**config.mk**
```make
export PLATFORM = sky130hd
export DESIGN_NAME = scan_sequencer
export DESIGN_NICKNAME = d
export VERILOG_FILES = /design/src/rtl/scan_seq_pkg.sv /design/src/rtl/scan_plan.sv /design/src/rtl/scan_step.sv /design/src/rtl/scan_sequencer.sv
export SDC_FILE = /design/constraint.sdc
export NUM_CORES = 1
export LEC_CHECK = 0
export BUFFER_PORTS_ARGS = -buffer_cell sky130_fd_sc_hd__buf_2
export CORE_MARGIN = 3
export CORE_UTILIZATION = 47
export DETAILED_ROUTE_END_ITERATION = 10
export MAX_ROUTING_LAYER = met4
export PLACE_DENSITY = 0.73
export REMOVE_ABC_BUFFERS = 1
export SYNTH_ARGS = -nofsm -noshare
export SYNTH_HDL_FRONTEND = slang
export SYNTH_SLANG_ARGS = --single-unit
```
**constraint.sdc**
```tcl
create_clock -name clk -period 1.4 [get_ports clk]
set_input_delay 0.14 -clock clk [delete_from_list [all_inputs] [get_ports clk]]
set_output_delay 0.14 -clock clk [all_outputs]
set_load 0.01 [all_outputs]
```
**src/rtl/scan_seq_pkg.sv**
```systemverilog
package scan_seq_pkg;

    typedef enum logic [1:0] {
        MODE_SINGLE    = 2'd0,
        MODE_LOW_SWEEP = 2'd1,
        MODE_HIGH_SWEEP= 2'd2,
        MODE_REPEAT    = 2'd3
    } scan_mode_e;

    typedef enum logic {
        ST_IDLE = 1'b0,
        ST_RUN  = 1'b1
    } seq_state_e;

endpackage

```
**src/rtl/scan_plan.sv**
```systemverilog
// Decodes a command into the burst plan: validity, first channel,
// number of conversions still to come after the first, and whether the
// channel advances between conversions.
module scan_plan
    import scan_seq_pkg::*;
#(
    parameter int CH_W      = 3,
    parameter int CNT_W     = 3,
    parameter int REPEAT    = 8,
    parameter int HIGH_BASE = 4
) (
    input  scan_mode_e          mode_i,
    input  logic [CH_W-1:0]     chan_i,
    input  logic                frame_i,
    output logic                bad_o,
    output logic [CH_W-1:0]     first_o,
    output logic [CNT_W-1:0]    count_o,
    output logic                step_o
);

    logic below_base;
    assign below_base = (int'(chan_i) < HIGH_BASE);

    always_comb begin
        bad_o   = 1'b0;
        first_o = chan_i;
        count_o = '0;
        step_o  = 1'b0;
        unique case (mode_i)
            MODE_SINGLE: begin
                first_o = chan_i;
            end
            MODE_LOW_SWEEP: begin
                first_o = '0;
                count_o = CNT_W'(chan_i);
                step_o  = 1'b1;
            end
            MODE_HIGH_SWEEP: begin
                first_o = CH_W'(HIGH_BASE);
                count_o = CNT_W'(chan_i) - CNT_W'(HIGH_BASE);
                step_o  = 1'b1;
                bad_o   = below_base;
            end
            MODE_REPEAT: begin
                first_o = chan_i;
                count_o = CNT_W'(REPEAT - 1);
            end
            default: bad_o = 1'b1;
        endcase
        if (frame_i && (mode_i != MODE_SINGLE)) begin
            bad_o = 1'b1;
        end
    end

endmodule

```
**src/rtl/scan_step.sv**
```systemverilog
// Computes the channel and remaining count for the next conversion.
module scan_step #(
    parameter int CH_W  = 3,
    parameter int CNT_W = 3
) (
    input  logic [CH_W-1:0]  chan_i,
    input  logic [CNT_W-1:0] rem_i,
    input  logic             step_i,
    output logic [CH_W-1:0]  chan_o,
    output logic [CNT_W-1:0] rem_o,
    output logic             last_o
);

    assign last_o = (rem_i == '0);
    assign rem_o  = rem_i - CNT_W'(1);
    assign chan_o = step_i ? chan_i + CH_W'(1) : chan_i;

endmodule

```
**src/rtl/scan_sequencer.sv**
```systemverilog
module scan_sequencer
    import scan_seq_pkg::*;
#(
    parameter int CH_W      = 3,
    parameter int REPEAT    = 8,
    parameter int HIGH_BASE = 4
) (
    input  logic            clk,
    input  logic            rst_n,
    input  logic            start_i,
    input  logic [1:0]      mode_i,
    input  logic [CH_W-1:0] chan_i,
    input  logic            frame_mode_i,
    input  logic            conv_done_i,
    output logic [CH_W-1:0] chan_o,
    output logic            conv_start_o,
    output logic            eoc_o,
    output logic            err_o
);

    localparam int NUM_CH  = 1 << CH_W;
    localparam int MAX_CNT = (REPEAT > NUM_CH) ? REPEAT : NUM_CH;
    localparam int CNT_W   = (MAX_CNT > 2) ? $clog2(MAX_CNT) : 1;

    typedef struct packed {
        seq_state_e       state;
        logic [CH_W-1:0]  chan;
        logic [CNT_W-1:0] rem;
        logic             step;
        logic             start;
        logic             eoc;
        logic             err;
    } seq_regs_t;

    seq_regs_t q, d;

    logic             plan_bad;
    logic [CH_W-1:0]  plan_first;
    logic [CNT_W-1:0] plan_count;
    logic             plan_step;

    scan_plan #(
        .CH_W      (CH_W),
        .CNT_W     (CNT_W),
        .REPEAT    (REPEAT),
        .HIGH_BASE (HIGH_BASE)
    ) u_plan (
        .mode_i  (scan_mode_e'(mode_i)),
        .chan_i  (chan_i),
        .frame_i (frame_mode_i),
        .bad_o   (plan_bad),
        .first_o (plan_first),
        .count_o (plan_count),
        .step_o  (plan_step)
    );

    logic [CH_W-1:0]  nxt_chan;
    logic [CNT_W-1:0] nxt_rem;
    logic             is_last;

    scan_step #(
        .CH_W  (CH_W),
        .CNT_W (CNT_W)
    ) u_step (
        .chan_i (q.chan),
        .rem_i  (q.rem),
        .step_i (q.step),
        .chan_o (nxt_chan),
        .rem_o  (nxt_rem),
        .last_o (is_last)
    );

    logic done_take;
    assign done_take = (q.state == ST_RUN) && !q.start && conv_done_i;

    always_comb begin
        d       = q;
        d.start = 1'b0;
        unique case (q.state)
            ST_IDLE: begin
                if (start_i) begin
                    d.eoc = 1'b0;
                    d.err = plan_bad;
                    if (!plan_bad) begin
                        d.state = ST_RUN;
                        d.chan  = plan_first;
                        d.rem   = plan_count;
                        d.step  = plan_step;
                        d.start = 1'b1;
                    end
                end
            end
            ST_RUN: begin
                if (done_take) begin
                    if (is_last) begin
                        d.state = ST_IDLE;
                        d.eoc   = 1'b1;
                    end else begin
                        d.chan  = nxt_chan;
                        d.rem   = nxt_rem;
                        d.start = 1'b1;
                    end
                end
            end
            default: d.state = ST_IDLE;
        endcase
    end

    always_ff @(posedge clk or negedge rst_n) begin
        if (!rst_n) begin
            q <= '{state: ST_IDLE, chan: '0, rem: '0, step: 1'b0,
                   start: 1'b0, eoc: 1'b0, err: 1'b0};
        end else begin
            q <= d;
        end
    end

    assign chan_o       = q.chan;
    assign conv_start_o = q.start;
    assign eoc_o        = q.eoc;
    assign err_o        = q.err;

    // start pulses never run into a second cycle
    assert_pulse_single_R11: assert property (@(posedge clk) disable iff (!rst_n)
        conv_start_o |=> !conv_start_o);

    // a non-final done strobe brings the next pulse one cycle later
    assert_next_after_done_R7: assert property (@(posedge clk) disable iff (!rst_n)
        (q.state == ST_RUN && !conv_start_o && conv_done_i && q.rem != '0)
        |=> conv_start_o);

    // end-of-conversion holds until a start strobe
    assert_eoc_hold_R8: assert property (@(posedge clk) disable iff (!rst_n)
        (eoc_o && !start_i) |=> eoc_o);

    // channel select steady while a conversion is outstanding
    assert_chan_hold_R9: assert property (@(posedge clk) disable iff (!rst_n)
        (q.state == ST_RUN && !conv_done_i) |=> $stable(chan_o));

    // an idle sequencer with no command stays quiet
    assert_idle_quiet_R12: assert property (@(posedge clk) disable iff (!rst_n)
        (q.state == ST_IDLE && !start_i) |=> (!conv_start_o && $stable(eoc_o)));

    // a scanning request in frame mode is refused
    assert_frame_refuse_R6: assert property (@(posedge clk) disable iff (!rst_n)
        (q.state == ST_IDLE && start_i && frame_mode_i && mode_i != 2'd0)
        |=> (err_o && !conv_start_o));

    // an error flag never rises together with a conversion start
    assert_err_no_start_R5: assert property (@(posedge clk) disable iff (!rst_n)
        $rose(err_o) |-> !conv_start_o);

endmodule

```
==> results.ini <==
[status]
status=finished with violations
failed_checks=negative setup slack

[timing]
hold_viol_final=0
slew_violations=0
final-setup-viol-count=4
period_needed_ps=1450
period_share=1.04
fin_ws_ps=-50.5
timing.slew.headroom=0.780
clock.fmax_ghz=0.689
worst_slew_pin_slew_ps=330
setup_tns_ps=-152
rsz0062_at_grt=yes
finClkSkew_ps=0.701

[cts]
clkSlewWorstSetupHoldPaths_ps=70
cts_buffers=3
htreeDepth=1
cts_buffer_depth=2
cts_tree=done
clk_latency_ps=280
clock-sinks=11
cts_root_buf=clkbuf_4

[drt]
vias=724
vias_per_cell=5.53
dr.pass1.iters=4
drc=0
routedWlPerCell_um=15.3
drt-initial-drc-count=22
ant_nets=0
totalWireLength_mm=2.01

[global_routing]
antenna_found_initial=0
grt_usage=0.220
grt-ovfl-total=0
grt_pass1_wl_mm=3.16
grt_max_degree=12
grt_pass1_vias=737

[worst_hold_path]
hold_end=chan_o[0]
worstHoldPathType=in2reg
min-delay-start=chan_i[0]
hold-path-cell-count=2

[logic_synthesis]
synth.area.top_cells=dfrtp_1, ha_1, inv_1
ys_ff_latch=11
syn_avg_cell_area_sq_um=10.1
ys.warnings.count=0
synth.cell_area_sq_um=746
synth_top_area_frac=0.369
yosys.area.top_type=dfrtp_1
postSynthCellCount=74
yosysSeqAreaShare=0.369
ys_types=32

[floorplan]
dieArea_sq_mm=0.00210
start_util=0.533
die_y_um=45.8
die_w_um=45.8
pin_count=16
core_area_sq_mm=0.00140
rows=13

[power]
ir_worst_vdd_mv=0.940
cellPowerDensity_mw_per_mm2=1730
p_leak_uw=0.000563

[cells_and_area]
synthToLayoutAreaGrowth_pct=47.8
antenna_cells=0
design_area_sq_mm=0.00110
drive_above_1_share=0.534
final_nets=135

[setup_path]
r2r-end=chan_o[2]
rrSetupSlack_ps=-50
start_kind=flip-flop
crit_type=reg2reg
worstPathRequired_ps=1570
cp-end-kind=flip-flop
rr_startpoint=q[10]
critPathMaxFanout=7
arrival_ps=1620
worstRegToRegCells=5

[place]
hpwlAfterDp_mm=1.35
gp_congestion=0.775
portBuffers=15
placed_area_sq_um=933

[run]
drv_cap=0

==> final cells by class <==
type / count / area [sq um]
Tap cell: 15 / 18.8
Fill cell: 91 / 297
Multi-Input combinational cell: 50 / 453
Timing Repair Buffer: 42 / 295
Sequential cell: 11 / 275
Clock buffer: 4 / 26.3
Inverter: 9 / 33.8
==> layout by cell type (no fill, tap or decap), types with 2 or more instances in the layout <==
| cell | Yosys | routed |
|---|---|---|
| buf_4 | 3 | 22 |
| buf_2 | 0 | 15 |
| dfrtp_1 | 11 | 11 |
| inv_1 | 9 | 9 |
| ha_1 | 8 | 7 |
| nand2_1 | 8 | 5 |
| a21oi_1 | 4 | 4 |
| buf_6 | 1 | 4 |
| nand2_2 | 0 | 3 |
| nor2_1 | 3 | 3 |
| clkbuf_4 | 0 | 3 |
| o21ai_0 | 3 | 2 |
| o21ai_1 | 1 | 2 |
| a211oi_2 | 0 | 2 |
==> kinds of logic (layout without fill, tap and decap cells) <==
| kind of cell | count (synthesis) | in the layout | synth area share |
|---|---|---|---|
| fa+ha+maj | 8 | 8 | 0.134 |
| simple gates | 20 | 20 | 0.158 |
| buf+inv | 13 | 55 | 0.0906 |
| compound gates | 20 | 20 | 0.215 |
| mux | 2 | 2 | 0.0336 |
| flops | 11 | 11 | 0.369 |
==> critical path, stage by stage (launching register included) <==
cell and delay [ps]:
dfrtp_1 420, nor2b_4 150, o221ai_4 170, buf_4 180
a22o_1 180, a211o_1 250
==> worst max path at each step <==
stage,from,endpoint,slack (ps),cells after the start
after floorplan,mode_i[0],chan_o[1],-20,6
after global placement,mode_i[0],chan_o[1],-130,7
after detailed placement,mode_i[0],chan_o[1],-170,7
after CTS,q[10],q[5],-30,5
after global routing,q[10],q[5],-120,7
final,q[10],chan_o[2],-50,5
==> per-stage QoR <==
| step | hold slack (ps) | instances | setup slack [ps] | total power, uW | utilization |
|---|---|---|---|---|---|
| after detailed placement | 21.0 | 117 | -171 | 1430 | 0.667 |
| after global placement | 15.5 | 117 | -129 | 1400 | 0.667 |
| after floorplan | -156 | 70 | -20.4 | 1030 | - |
| final | 108 | 131 | -50.5 | 1910 | 0.788 |
| after global routing | 99.2 | 131 | -122 | 2050 | 0.788 |
| after CTS | 108 | 129 | -27.0 | 1770 | 0.752 |
==> metal layers <==
layer / vias to the layer above / share of wire / track usage
met3: 4 / 0.063 / 0.0474
li1: 341 / - / -
met4: 0 / 0.021 / 0.108
met5: - / 0 / -
met1: 347 / 0.44 / 0.273
met2: 32 / 0.48 / 0.337
==> state kept, by name, indices dropped and copies added (netlist names) <==
register / cells
eoc_o: 1
err_o: 1
conv_start_o: 1
q: 5
chan_o: 3
==> synth_stat cells <==
| library cell | count |
|---|---|
| a2111oi_0 | 1 |
| a211o_1 | 1 |
| a211oi_1 | 2 |
| a21oi_1 | 4 |
| a221o_1 | 1 |
| a22o_1 | 1 |
| a2bb2oi_1 | 1 |
| a311o_1 | 1 |
| and2_4 | 1 |
| and3b_4 | 1 |
| buf_4 | 3 |
| buf_6 | 1 |
| dfrtp_1 | 11 |
| ha_1 | 8 |
| inv_1 | 9 |
| mux2_4 | 1 |
| mux2i_1 | 1 |
| nand2_1 | 8 |
| nand2b_1 | 1 |
| nand3_2 | 1 |
| nand3b_1 | 1 |
| nor2_1 | 3 |
| nor2b_4 | 1 |
| nor3_1 | 1 |
| o21a_1 | 1 |
| o21ai_0 | 3 |
| o21ai_1 | 1 |
| o221ai_4 | 1 |
| o22ai_1 | 1 |
| o32a_1 | 1 |
| or2_2 | 1 |
| or3_1 | 1 |
==> repair_timing <==
item	CTS	global route
setup endpoints to repair	5	7
buffers inserted	7	3
gates resized for setup	8	9
endpoints found under the hold margin	11	0
hold buffers	1	0
pin swaps	5	2
==> power by group <==
part	switching, uW	total, uW	leakage, uW	internal [uW]
clock	121	231	0.0000150	111
sequential	125	588	0.000136	463
combinational	485	1090	0.000412	604
No activity file was read; power rests on OpenSTA's default activity.
